**config.mk**
```make
export PLATFORM = sky130hd
export DESIGN_NAME = addr_route_dec
export DESIGN_NICKNAME = d
export VERILOG_FILES = /design/src/rtl/addr_route_pkg.sv /design/src/rtl/addr_route_cfg.sv /design/src/rtl/addr_route_match.sv /design/src/rtl/addr_route_dec.sv
export SDC_FILE = /design/constraint.sdc
export NUM_CORES = 1
export LEC_CHECK = 0
export ABC_AREA = 0
export CAP_MARGIN = 0
export CORE_MARGIN = 3
export CORE_UTILIZATION = 54
export DETAILED_ROUTE_END_ITERATION = 10
export DONT_BUFFER_PORTS = 1
export GPL_TIMING_DRIVEN = 0
export MAX_ROUTING_LAYER = met4
export PLACE_DENSITY = 0.69
export SYNTH_ARGS = -nofsm -noshare
export SYNTH_HDL_FRONTEND = slang
export SYNTH_SLANG_ARGS = --single-unit
```
**constraint.sdc**
```tcl
create_clock -name clk -period 4.25 [get_ports clk]
set_clock_uncertainty 0.2 [all_clocks]
set_input_delay 0.425 -clock clk [delete_from_list [all_inputs] [get_ports clk]]
set_output_delay 0.425 -clock clk [all_outputs]
set_load 0.01 [all_outputs]
```
**src/rtl/addr_route_pkg.sv**
```systemverilog
package addr_route_pkg;
    localparam int AW         = 33;      // byte address bits 35:3
    localparam int BW         = 10;      // 64 MB granule boundary width
    localparam int UNIT_SHIFT = 23;      // 64 MB in 8-byte units = 2^23
    localparam int NT         = 6;

    localparam int T_DRAM   = 0;
    localparam int T_LEGACY = 1;
    localparam int T_MMIO   = 2;
    localparam int T_GFX    = 3;
    localparam int T_FLASH  = 4;
    localparam int T_ERR    = 5;

    typedef struct packed {
        logic [BW-1:0] low_top;
        logic [BW-1:0] rc_base;
        logic [BW-1:0] rc_limit;
        logic [BW-1:0] mem_top;
        logic          rc_en;
    } route_cfg_t;

    typedef struct packed {
        logic          valid;
        logic [NT-1:0] tgt;
        logic [AW-1:0] addr;
    } route_rsp_t;
endpackage

```
**src/rtl/addr_route_cfg.sv**
```systemverilog
module addr_route_cfg
    import addr_route_pkg::*;
#(
    parameter logic [BW-1:0] RST_LOW_TOP  = 10'd48,
    parameter logic [BW-1:0] RST_MEM_TOP  = 10'd64,
    parameter logic [BW-1:0] RST_RC_BASE  = 10'd64,
    parameter logic [BW-1:0] RST_RC_LIMIT = 10'd79
) (
    input  logic          clk,
    input  logic          rst_n,
    input  logic          we,
    input  logic [2:0]    idx,
    input  logic [BW-1:0] wdata,
    output route_cfg_t    cfg
);
    route_cfg_t cfg_d, cfg_q;

    always_comb begin
        cfg_d = cfg_q;
        if (we) begin
            case (idx)
                3'd0:    cfg_d.low_top  = wdata;
                3'd1:    cfg_d.rc_base  = wdata;
                3'd2:    cfg_d.rc_limit = wdata;
                3'd3:    cfg_d.mem_top  = wdata;
                3'd4:    cfg_d.rc_en    = wdata[0];
                default: cfg_d = cfg_q;
            endcase
        end
    end

    always_ff @(posedge clk) begin
        if (!rst_n) begin
            cfg_q.low_top  <= RST_LOW_TOP;
            cfg_q.rc_base  <= RST_RC_BASE;
            cfg_q.rc_limit <= RST_RC_LIMIT;
            cfg_q.mem_top  <= RST_MEM_TOP;
            cfg_q.rc_en    <= 1'b0;
        end else begin
            cfg_q <= cfg_d;
        end
    end

    assign cfg = cfg_q;

    // a write lands on the next edge
    p_cfg_low_top_r13: assert property (@(posedge clk) disable iff (!rst_n)
        we && idx == 3'd0 |=> cfg_q.low_top == $past(wdata));
    p_cfg_mem_top_r13: assert property (@(posedge clk) disable iff (!rst_n)
        we && idx == 3'd3 |=> cfg_q.mem_top == $past(wdata));
    p_cfg_quiet_r13: assert property (@(posedge clk) disable iff (!rst_n)
        !we |=> $stable(cfg_q));
endmodule

```
**src/rtl/addr_route_match.sv**
```systemverilog
module addr_route_match
    import addr_route_pkg::*;
#(
    parameter int unsigned GFX_BASE   = 56,  // 64 MB granules
    parameter int unsigned GFX_SIZE   = 4,
    parameter int unsigned FLASH_LOG2 = 24   // flash window bytes, log2
) (
    input  logic [AW-1:0] addr,
    input  route_cfg_t    cfg,
    output logic [NT-1:0] tgt,
    output logic [AW-1:0] xaddr
);
    localparam int EW = AW + 1;
    localparam int NH = 6;
    localparam logic [EW-1:0] FOUR_G   = EW'(1) << (32 - 3);
    localparam logic [EW-1:0] FLASH_LO = FOUR_G - (EW'(1) << (FLASH_LOG2 - 3));
    localparam logic [EW-1:0] GFX_LO   = EW'(GFX_BASE) << UNIT_SHIFT;
    localparam logic [EW-1:0] GFX_HI   = EW'(GFX_BASE + GFX_SIZE) << UNIT_SHIFT;
    localparam logic [EW-1:0] LEG_LO   = EW'(32'h000A_0000 >> 3);
    localparam logic [EW-1:0] LEG_HI   = EW'(32'h0010_0000 >> 3);
    // hit index order is the decode priority
    localparam int HIT_TGT [NH] = '{T_FLASH, T_GFX, T_MMIO, T_LEGACY, T_DRAM, T_DRAM};
    localparam int H_RECLAIM = 4;

    logic [EW-1:0] a_e, low_e, top_e, rb_e, re_e;
    logic [NH-1:0] hit;
    logic          found;
    logic          rc_win;

    assign a_e   = {1'b0, addr};
    assign low_e = EW'(cfg.low_top) << UNIT_SHIFT;
    assign top_e = EW'(cfg.mem_top) << UNIT_SHIFT;
    assign rb_e  = EW'(cfg.rc_base) << UNIT_SHIFT;
    assign re_e  = (EW'(cfg.rc_limit) + EW'(1)) << UNIT_SHIFT;

    always_comb begin
        hit[0] = (a_e >= FLASH_LO) && (a_e < FOUR_G);
        hit[1] = (a_e >= GFX_LO)   && (a_e < GFX_HI);
        hit[2] = (a_e >= low_e)    && (a_e < FOUR_G);
        hit[3] = (a_e >= LEG_LO)   && (a_e < LEG_HI);
        hit[4] = cfg.rc_en && (cfg.rc_base <= cfg.rc_limit)
                 && (a_e >= rb_e) && (a_e < re_e);
        hit[5] = (a_e < top_e);
    end

    always_comb begin
        tgt    = '0;
        found  = 1'b0;
        rc_win = 1'b0;
        for (int i = 0; i < NH; i++) begin
            if (hit[i] && !found) begin
                tgt[HIT_TGT[i]] = 1'b1;
                found           = 1'b1;
                rc_win          = (i == H_RECLAIM);
            end
        end
        if (!found) tgt[T_ERR] = 1'b1;
    end

    assign xaddr = rc_win ? AW'(a_e - rb_e + low_e) : addr;
endmodule

```
**src/rtl/addr_route_dec.sv**
```systemverilog
module addr_route_dec
    import addr_route_pkg::*;
#(
    parameter int unsigned GFX_BASE   = 56,
    parameter int unsigned GFX_SIZE   = 4,
    parameter int unsigned FLASH_LOG2 = 24
) (
    input  logic          clk,
    input  logic          rst_n,
    input  logic          cfg_we,
    input  logic [2:0]    cfg_idx,
    input  logic [9:0]    cfg_wdata,
    input  logic          req_valid,
    output logic          req_ready,
    input  logic [32:0]   req_addr,
    output logic          rsp_valid,
    input  logic          rsp_ready,
    output logic [5:0]    rsp_tgt,
    output logic [32:0]   rsp_addr
);
    localparam logic [AW-1:0] FL_LO = AW'(33'h2000_0000 - (33'd1 << (FLASH_LOG2 - 3)));
    localparam logic [AW-1:0] FL_HI = AW'(33'h2000_0000);

    route_cfg_t    cfg;
    logic [NT-1:0] dec_tgt;
    logic [AW-1:0] dec_addr;
    route_rsp_t    rsp_d, rsp_q;

    addr_route_cfg u_cfg (
        .clk   (clk),
        .rst_n (rst_n),
        .we    (cfg_we),
        .idx   (cfg_idx),
        .wdata (cfg_wdata),
        .cfg   (cfg)
    );

    addr_route_match #(
        .GFX_BASE   (GFX_BASE),
        .GFX_SIZE   (GFX_SIZE),
        .FLASH_LOG2 (FLASH_LOG2)
    ) u_match (
        .addr  (req_addr),
        .cfg   (cfg),
        .tgt   (dec_tgt),
        .xaddr (dec_addr)
    );

    assign req_ready = !rsp_q.valid || rsp_ready;

    always_comb begin
        rsp_d = rsp_q;
        if (rsp_ready) rsp_d.valid = 1'b0;
        if (req_valid && req_ready) begin
            rsp_d.valid = 1'b1;
            rsp_d.tgt   = dec_tgt;
            rsp_d.addr  = dec_addr;
        end
    end

    always_ff @(posedge clk) begin
        if (!rst_n) rsp_q <= '0;
        else        rsp_q <= rsp_d;
    end

    assign rsp_valid = rsp_q.valid;
    assign rsp_tgt   = rsp_q.tgt;
    assign rsp_addr  = rsp_q.addr;

    p_onehot_r4: assert property (@(posedge clk) disable iff (!rst_n)
        rsp_valid |-> $onehot(rsp_tgt));
    p_hold_r3: assert property (@(posedge clk) disable iff (!rst_n)
        rsp_valid && !rsp_ready |=> rsp_valid && $stable(rsp_tgt) && $stable(rsp_addr));
    p_latency_r2: assert property (@(posedge clk) disable iff (!rst_n)
        req_valid && req_ready |=> rsp_valid);
    p_drain_r2: assert property (@(posedge clk) disable iff (!rst_n)
        rsp_valid && rsp_ready && !req_valid |=> !rsp_valid);
    p_flash_r5: assert property (@(posedge clk) disable iff (!rst_n)
        req_valid && req_ready && req_addr >= FL_LO && req_addr < FL_HI
        |=> rsp_tgt[T_FLASH]);
    p_legacy_r8: assert property (@(posedge clk) disable iff (!rst_n)
        req_valid && req_ready && req_addr >= 33'h1_4000 && req_addr < 33'h2_0000
        |=> rsp_tgt[T_LEGACY]);
endmodule

```
==> out/summary.txt, run 1 <==
Share of cells above drive strength 1 = 4.87%
Synthesized instance count = 951
GR peak layer = met2
Drt drc = 0
Met2 track demand over resource = 45.0%
Die height = 123 um
Worst-case reg-to-reg path depth = 13
Worst-path clk slew = 0.07 ns
Main synth FF type = dfxtp_1
Clock Latency Late Sink = 0.35 ns
Synth top area share = 22.0%
Layout area overhead = 7.37%
M1 GR Usage = 45.0%
Clk sinks = 81
Initial antenna violation count = 0
Final WS setup = 0.386 ns
Fin. Hold Viols = 0
Die area = 15100 sq um
Hold-critical path depth = 2
WP depth = 13
Post-synthesis register bit count = 81
Yosys warnings = 0
Global route overflow = 0
Placed Instances = 1127
Initial Util = 55.4%
CTS tree = built
GP Congestion = 0.991
Crit path arrival time = 3.95 ns
Global-route wire length before repair = 35600 um
Worst-margin pin slew = 0.880 ns
Fmax = 259 MHz
Antenna Diode Count = 0
Final Util = 59.5%
Core area = 13300 sq um
Antenna viol nets, final = 0
Detailed Routing Iterations Pass 1 = 5
Synth unique cells = 71
Vias/cell = 6.08
Leading area contributor after synthesis = dfxtp_1
Largest net degree at the start of global routing = 14
VDD IR max = 0.184 mV
CTS buffer count = 9
Routed via count = 6947
Design Power = 0.00227 W
Slew Limit Headroom = 39.8%
Kind of critical path = reg2reg
Post-route setup TNS = 0 ns
Synth cell count leaders = 114 x nand2_1, 112 x inv_1, 104 x ha_1, 81 x dfxtp_1, 58 x a21oi_1
Post-detail-place hpwl = 18300 um
Setup violations, final = 0
Tot GR Track Use = 32.1%
Die X = 123 um
Sequential cell area fraction in the yosys report = 22.0%
I/O Pins = 92
Syn_nets = 1115
CTS H-tree lvls = 3
Pins Over Slew Limit = 0
Initial drt markers = 617
Port-buffer cells = 0
Critical path required time = 4.33 ns
Hold Path Class = in2reg
CP bufs+invs = 1
PD cells = 287 nW/um^2
Unrepaired setup endpoints after global routing = false
Final wirelength = 23600 um
Final #Nets = 1127
Vias in the first global route = 6257
Most frequent cell after synthesis = nand2_1
Clk buf depth = 2
Largest cells by area after synthesis = dfxtp_1 22%, ha_1 18%, nand2_1 5.8%
Max incr delay on CP = 0.45 ns
Met3 usage = 7.83%
Period utilisation layout = 90.9%
# rows = 42
Syn Area/Cell = 7.75 sq um
Endpoint type of the worst setup path = flop
Synthesized area = 7370 sq um
Crit path launch type = flop
CP max stage cell = dfxtp_1
DR WL/cell = 20.7 um
Pleak = 3.29 nW
EDFF count, synth = 0
Place WS = 0.341 ns
Maximum fanout along the worst path = 10
CP cell instances = ha_1, nand2_1, nor2_1, nand3_1, xnor2_1, ha_1, a2111oi_0, a211o_1, nand3_1, nor2_4, buf_2, a31oi_1, nor2_1
Final cell count without fillers = 1142
Max Cap Violations = 0
Min Tclk post-route = 3.86 ns
Top Family by Delay on Critical Path = simple AND/OR/NAND/NOR gates
Status = completed
CTS Root Cell = clkbuf_16
Post-synth ARST share = 0%
==> through the flow <==
step                      hold slack, ns  cell area, sq um
after floorplan                    0.243              7370
after global placement             0.253              7590
after detailed placement           0.257              7590
after CTS                        0.00722              7910
after global routing             0.00561              7910
final                             0.0123              7910
==> worst register-to-register path: stages, from the launching register on <==
cell	delay, ns
dfxtp_1	0.45
ha_1	0.25
nand2_1	0.07
nor2_1	0.29
nand3_1	0.14
xnor2_1	0.14
ha_1	0.30
a2111oi_0	0.41
a211o_1	0.22
nand3_1	0.21
nor2_4	0.42
buf_2	0.37
a31oi_1	0.20
nor2_1	0.13
==> placed cells by master, fill, tap and decap left out, types with 4 or more instances in the layout <==
cell type	count
a2111oi_0	6
a211o_1	7
a211oi_1	11
a211oi_2	8
a21boi_0	36
a21o_1	8
a21oi_1	58
a31oi_1	6
and2_1	21
and3_1	15
clkbuf_1	22
clkbuf_16	9
dfxtp_1	81
fa_1	9
ha_1	104
inv_1	112
nand2_1	114
nand2b_1	10
nand3_1	37
nor2_1	41
nor2b_1	15
nor3_1	26
nor4_1	4
o211ai_1	15
o21a_1	20
o21ai_0	45
o21ai_1	9
o21bai_1	4
o31ai_1	8
or2_2	4
or3_1	5
xnor2_1	27
xor2_1	4
==> layer usage <==
layer | vias up | routed length (um)
met5 | - | 0
met4 | 0 | 731
met3 | 57 | 2420
met2 | 314 | 9880
met1 | 3221 | 10600
li1 | 3355 | -
==> registers in the layout, indices dropped and copies added, names as in the netlist <==
register   count
u_cfg.cfg     41
rsp_addr      33
rsp_tgt        6
rsp_valid      1
==> report_power, final <==
| part | switching (W) | internal (W) |
|---|---|---|
| clock | 0.000349 | 0.000510 |
| combinational | 0.000351 | 0.000232 |
| sequential | 0.0000366 | 0.000792 |
==> final timing paths <==
check	end	slack, ns	startpoint
setup / recovery	rsp_addr[30]	0.39	u_cfg.cfg[11]
hold / removal	u_cfg.cfg[14]	0.01	cfg_wdata[3]
setup reg to reg	rsp_addr[30]	0.39	u_cfg.cfg[11]
hold reg to reg	u_cfg.cfg[6]	0.27	u_cfg.cfg[6]
==> cells by family (layout without fill, tap and decap cells) <==
logic type	Yosys count	in the layout	synth area share [%]
AO/OA/AOI/OAI	268	268	25.0
XOR/XNOR	31	31	3.68
adder cells (fa/ha/maj)	113	113	20.1
buffers and inverters	142	157	7.71
flip-flops	81	81	22.0
multiplexers	3	3	0.408
AND/OR/NAND/NOR	313	313	21.1
==> final cells by class <==
type                    count  area [sq um]
fillers                  1280          5380
multi-input cells         728          5180
flip-flops and latches     81          1620
inverters                 112           420
clock buffers               9           225
well taps                 176           220
plain buffers              30           148
clock inverters             5          82.6
repair buffers              1          10.0
==> repair_timing <==
item / in CTS / in global routing
setup endpoints to repair: 0 / 6
endpoints found under the hold margin: 1 / 0
hold buffers: 1 / 0
resized for setup: 0 / 1
buffers inserted: 0 / 0
(Power assumes the default switching activity.)
==> run 2, diff against run 1 <==
--- a/config.mk
+++ b/config.mk
@@ -14,6 +14,8 @@
 export GPL_TIMING_DRIVEN = 0
 export MAX_ROUTING_LAYER = met4
 export PLACE_DENSITY = 0.69
+export SLEW_MARGIN = 20
 export SYNTH_ARGS = -nofsm -noshare
 export SYNTH_HDL_FRONTEND = slang
+export SYNTH_HIERARCHICAL = 1
 export SYNTH_SLANG_ARGS = --single-unit
==> out/summary.txt, run 2 <==
Max incr delay on CP = 0.45 ns (about the same)
GP Congestion = 0.943 (-4.9%)
Synth cell count leaders = 155 x nand2_1, 110 x inv_1, 104 x ha_1, 83 x mux2i_1, 81 x dfxtp_1
Syn_nets = 1089 (-2.3%)
Leading area contributor after synthesis = dfxtp_1
EDFF count, synth = 0 (unchanged)
Post-synthesis register bit count = 81 (unchanged)
Largest net degree at the start of global routing = 13 (-1)
CP max stage cell = dfxtp_1
Commonest cells after routing, fill and taps aside = 155 x nand2_1, 110 x inv_1, 104 x ha_1
Pins Over Slew Limit = 0 (unchanged)
Met2 WL post-DR = 8060 um (-18%)
Antenna viol nets, final = 0 (unchanged)
Top reg by flops = u_cfg/cfg
Global route overflow = 0 (unchanged)
Initial Util = 55.9% (+0.45 points)
Hold Path Class = in2reg
Vias/cell = 5.73 (-5.9%)
WL met1 = 9390 um (-11%)
Hold-critical path depth = 2 (unchanged)
Post-placement cell area = 7680 sq um (+1.2%)
Switch Pwr = 0.000684 W (-7.1%)
Switching share of power = 32.0% (-0.40 points)
Hold Path Origin = cfg_wdata[6]
Clock share of power = 33.8% (-4.0 points)
Detailed Routing Iterations Pass 1 = 5 (unchanged)
Port-buffer cells = 0 (unchanged)
Comb power frac = 27.3% (+1.6 points)
Status = completed
Critical path required time = 4.32 ns (about the same)
Largest cells by area after synthesis = dfxtp_1 22%, ha_1 17%, mux2i_1 11%
Placed Instances = 1101 (-2.3%)
VDD IR max = 0.204 mV (+11%)
Final wirelength = 19400 um (-18%)
Internal power = 0.00145 W (-5.4%)
Fin. Hold Viols = 0 (unchanged)
Kind of critical path = reg2reg
Synthesized instance count = 925 (-2.7%)
Initial antenna violation count = 0 (unchanged)
Max FFs per register = 41 (unchanged)
Yosys warnings = 6 (+6)
CTS H-tree lvls = 3 (unchanged)
Post-route setup TNS = 0 ns (unchanged)
Sequential cell area fraction in the yosys report = 21.7% (-0.26 points)
Synthesized area = 7460 sq um (+1.2%)
Worst-path clk slew = 0.06 ns (about the same)
Flop pwr share = 38.9% (+2.4 points)
Syn Area/Cell = 8.06 sq um (+4.1%)
Die X = 124 um (+0.57%)
Setup violations, final = 0 (unchanged)
Die area = 15300 sq um (+1.2%)
Global-route wire length before repair = 31600 um (-11%)
DR WL/cell = 17.3 um (-16%)
Drt drc = 0 (unchanged)
Post-detail-place hpwl = 15400 um (-16%)
CTS Hold Bufs = 0 (-1)
Final #Nets = 1100 (-2.4%)
Period utilisation layout = 91.6% (+0.66 points)
Post-CTS setup repair buffer count = 0 (unchanged)
Slew Limit Headroom = 51.2% (+11 points)
Post-synth ARST share = 0% (unchanged)
PD cells = 269 nW/um^2 (-6.4%)
Synth top area share = 21.7% (-0.26 points)
Clk buf depth = 2 (unchanged)
Antenna Diode Count = 0 (unchanged)
Initial drt markers = 452 (-27%)
Final cell count without fillers = 1117 (-2.2%)
Max Used Layer = met4
Min Tclk post-route = 3.89 ns (+0.0279 ns)
Crit path launch type = flop
Reg2reg start = u_cfg/cfg[11]
Fin area = 7950 sq um (+0.49%)
Routed via count = 6396 (-7.9%)
CP cell instances = ha_1, nand3_1, nor3_2, nand3_1, xnor2_1, ha_1, a2111oi_0, a21oi_1, a211oi_2, nand3_2, clkbuf_1, o21ai_1, nand2_1, mux2i_1
Tot GR Track Use = 27.2% (-4.9 points)
Synth unique cells = 70 (-1.4%)
# rows = 42 (unchanged)
Reg2reg end = rsp_addr[26]
Max Cap Violations = 0 (unchanged)
Crit path arrival time = 3.97 ns (+0.02 ns)
Clock Latency Late Sink = 0.35 ns (about the same)
Most frequent cell after synthesis = nand2_1
CTS tree = built
Fmax = 257 MHz (-0.72%)
Vias in the first global route = 6022 (-3.8%)
Unrepaired setup endpoints after global routing = false
Share of cells above drive strength 1 = 5.95% (+1.1 points)
I/O Pins = 92 (unchanged)
Hold worst-path end = u_cfg/cfg[37]
Core area = 13300 sq um (+0.39%)
Layout area overhead = 6.61%
Worst-margin pin slew = 0.713 ns (-0.167 ns)
Clk sinks = 81 (unchanged)
CTS buffer count = 9 (unchanged)
Pleak = 3.67 nW (+11%)
Worst R2R Setup Slack = 0.36 ns (-0.03 ns)
Commonest non-fill, non-tap cell in the layout = nand2_1
CTS Root Cell = clkbuf_16
Main synth FF type = dfxtp_1
Endpoint type of the worst setup path = flop
Maximum fanout along the worst path = 10 (unchanged)
Worst-case reg-to-reg path depth = 14 (+1)
Wire length on met3 = 1580 um (-35%)
Die height = 124 um (+0.57%)
## run 2: cell types whose count changed after synthesis, sizes merged, moves of 13 or more
cell    before  now
nand2      115  155
mux2i        3   83
o21a        21    4
buf          8   23
o21ai       55   33
and3        15    2
nand4        1   14
and2        21    2
nor3        26   11
a211oi      19    6
a21o         8   23
a21boi      37    2
nand3       37   16
a21oi       59   45
## run 2: repair_timing
item                       in CTS  in global routing
resized for setup               0                  1
hold endpoints to repair        0                  0
setup endpoints to repair       0                 27
## run 2: power groups by stage
| stage | Clock (W) | Sequential [W] | Combinational [W] |
|---|---|---|---|
| after floorplan | 0 | 0.000837 | 0.000457 |
| after global placement | 0 | 0.000846 | 0.000563 |
| after detailed placement | 0 | 0.000847 | 0.000568 |
| after CTS | 0.000734 | 0.000830 | 0.000573 |
| after global routing | 0.000769 | 0.000835 | 0.000652 |
| final | 0.000722 | 0.000829 | 0.000583 |
## run 2: logic make-up (layout without fill, tap and decap cells)
logic type / count (synthesis) / after routing / synth area share [%]
XOR/XNOR: 39 / 39 / 4.58
flip-flops: 81 / 81 / 21.7
buffers and inverters: 148 / 164 / 8.52
AO/OA/AOI/OAI: 156 / 156 / 14.3
multiplexers: 83 / 83 / 11.1
AND/OR/NAND/NOR: 305 / 305 / 19.8
adder cells (fa/ha/maj): 113 / 113 / 19.9
## run 2: cell type report
cell class | instances | area [sq um]
clock buffer | 14 | 254
buffer | 38 | 223
inverter | 110 | 413
tap | 176 | 220
sequential | 81 | 1620
clock inverter | 2 | 13.8
fill | 1283 | 5400
multi-input combinational | 696 | 5200
## run 2: how the worst max path moves through the flow
stage	cells after the start	slack (ns)	end	startpoint
finish	14	0.36	rsp_addr[26]	u_cfg/cfg[11]
global route	16	0.07	rsp_addr[30]	u_cfg/cfg[11]
CTS	14	0.25	rsp_addr[3]	u_cfg/cfg[11]
detailed placement	15	0.26	rsp_addr[31]	u_cfg/cfg[11]
global placement	15	0.33	rsp_addr[32]	u_cfg/cfg[11]
floorplan	15	0.93	rsp_addr[32]	u_cfg/cfg[11]
## run 2: routing by layer
layer / track usage (%) / up-vias
met2: 38.3 / 229
met3: 5.95 / 23
met4: 6.30 / 0
met1: 39.7 / 2962
li1: - / 3182
met5: - / -
## run 2: metrics by stage
stage                     hold WS [ns]  worst slack (ns)  utilization (%)  power (W)
after floorplan                  0.235             0.927                -    0.00129
after global placement           0.245             0.328             57.5    0.00141
after CTS                      0.00818             0.246             59.5    0.00214
final                           0.0161             0.358             59.6    0.00213
after global routing            0.0195            0.0725             59.6    0.00226
after detailed placement         0.252             0.259             57.5    0.00142
## run 2: worst max-delay path, delay by kind of cell, from the launching register on
kind	cells	cell delay, ns
compound gates	4	1.21
simple gates	5	0.86
fa+ha+maj	2	0.51
flops	1	0.45
buf+inv	1	0.29
xor+xnor	1	0.15
mux	1	0.15
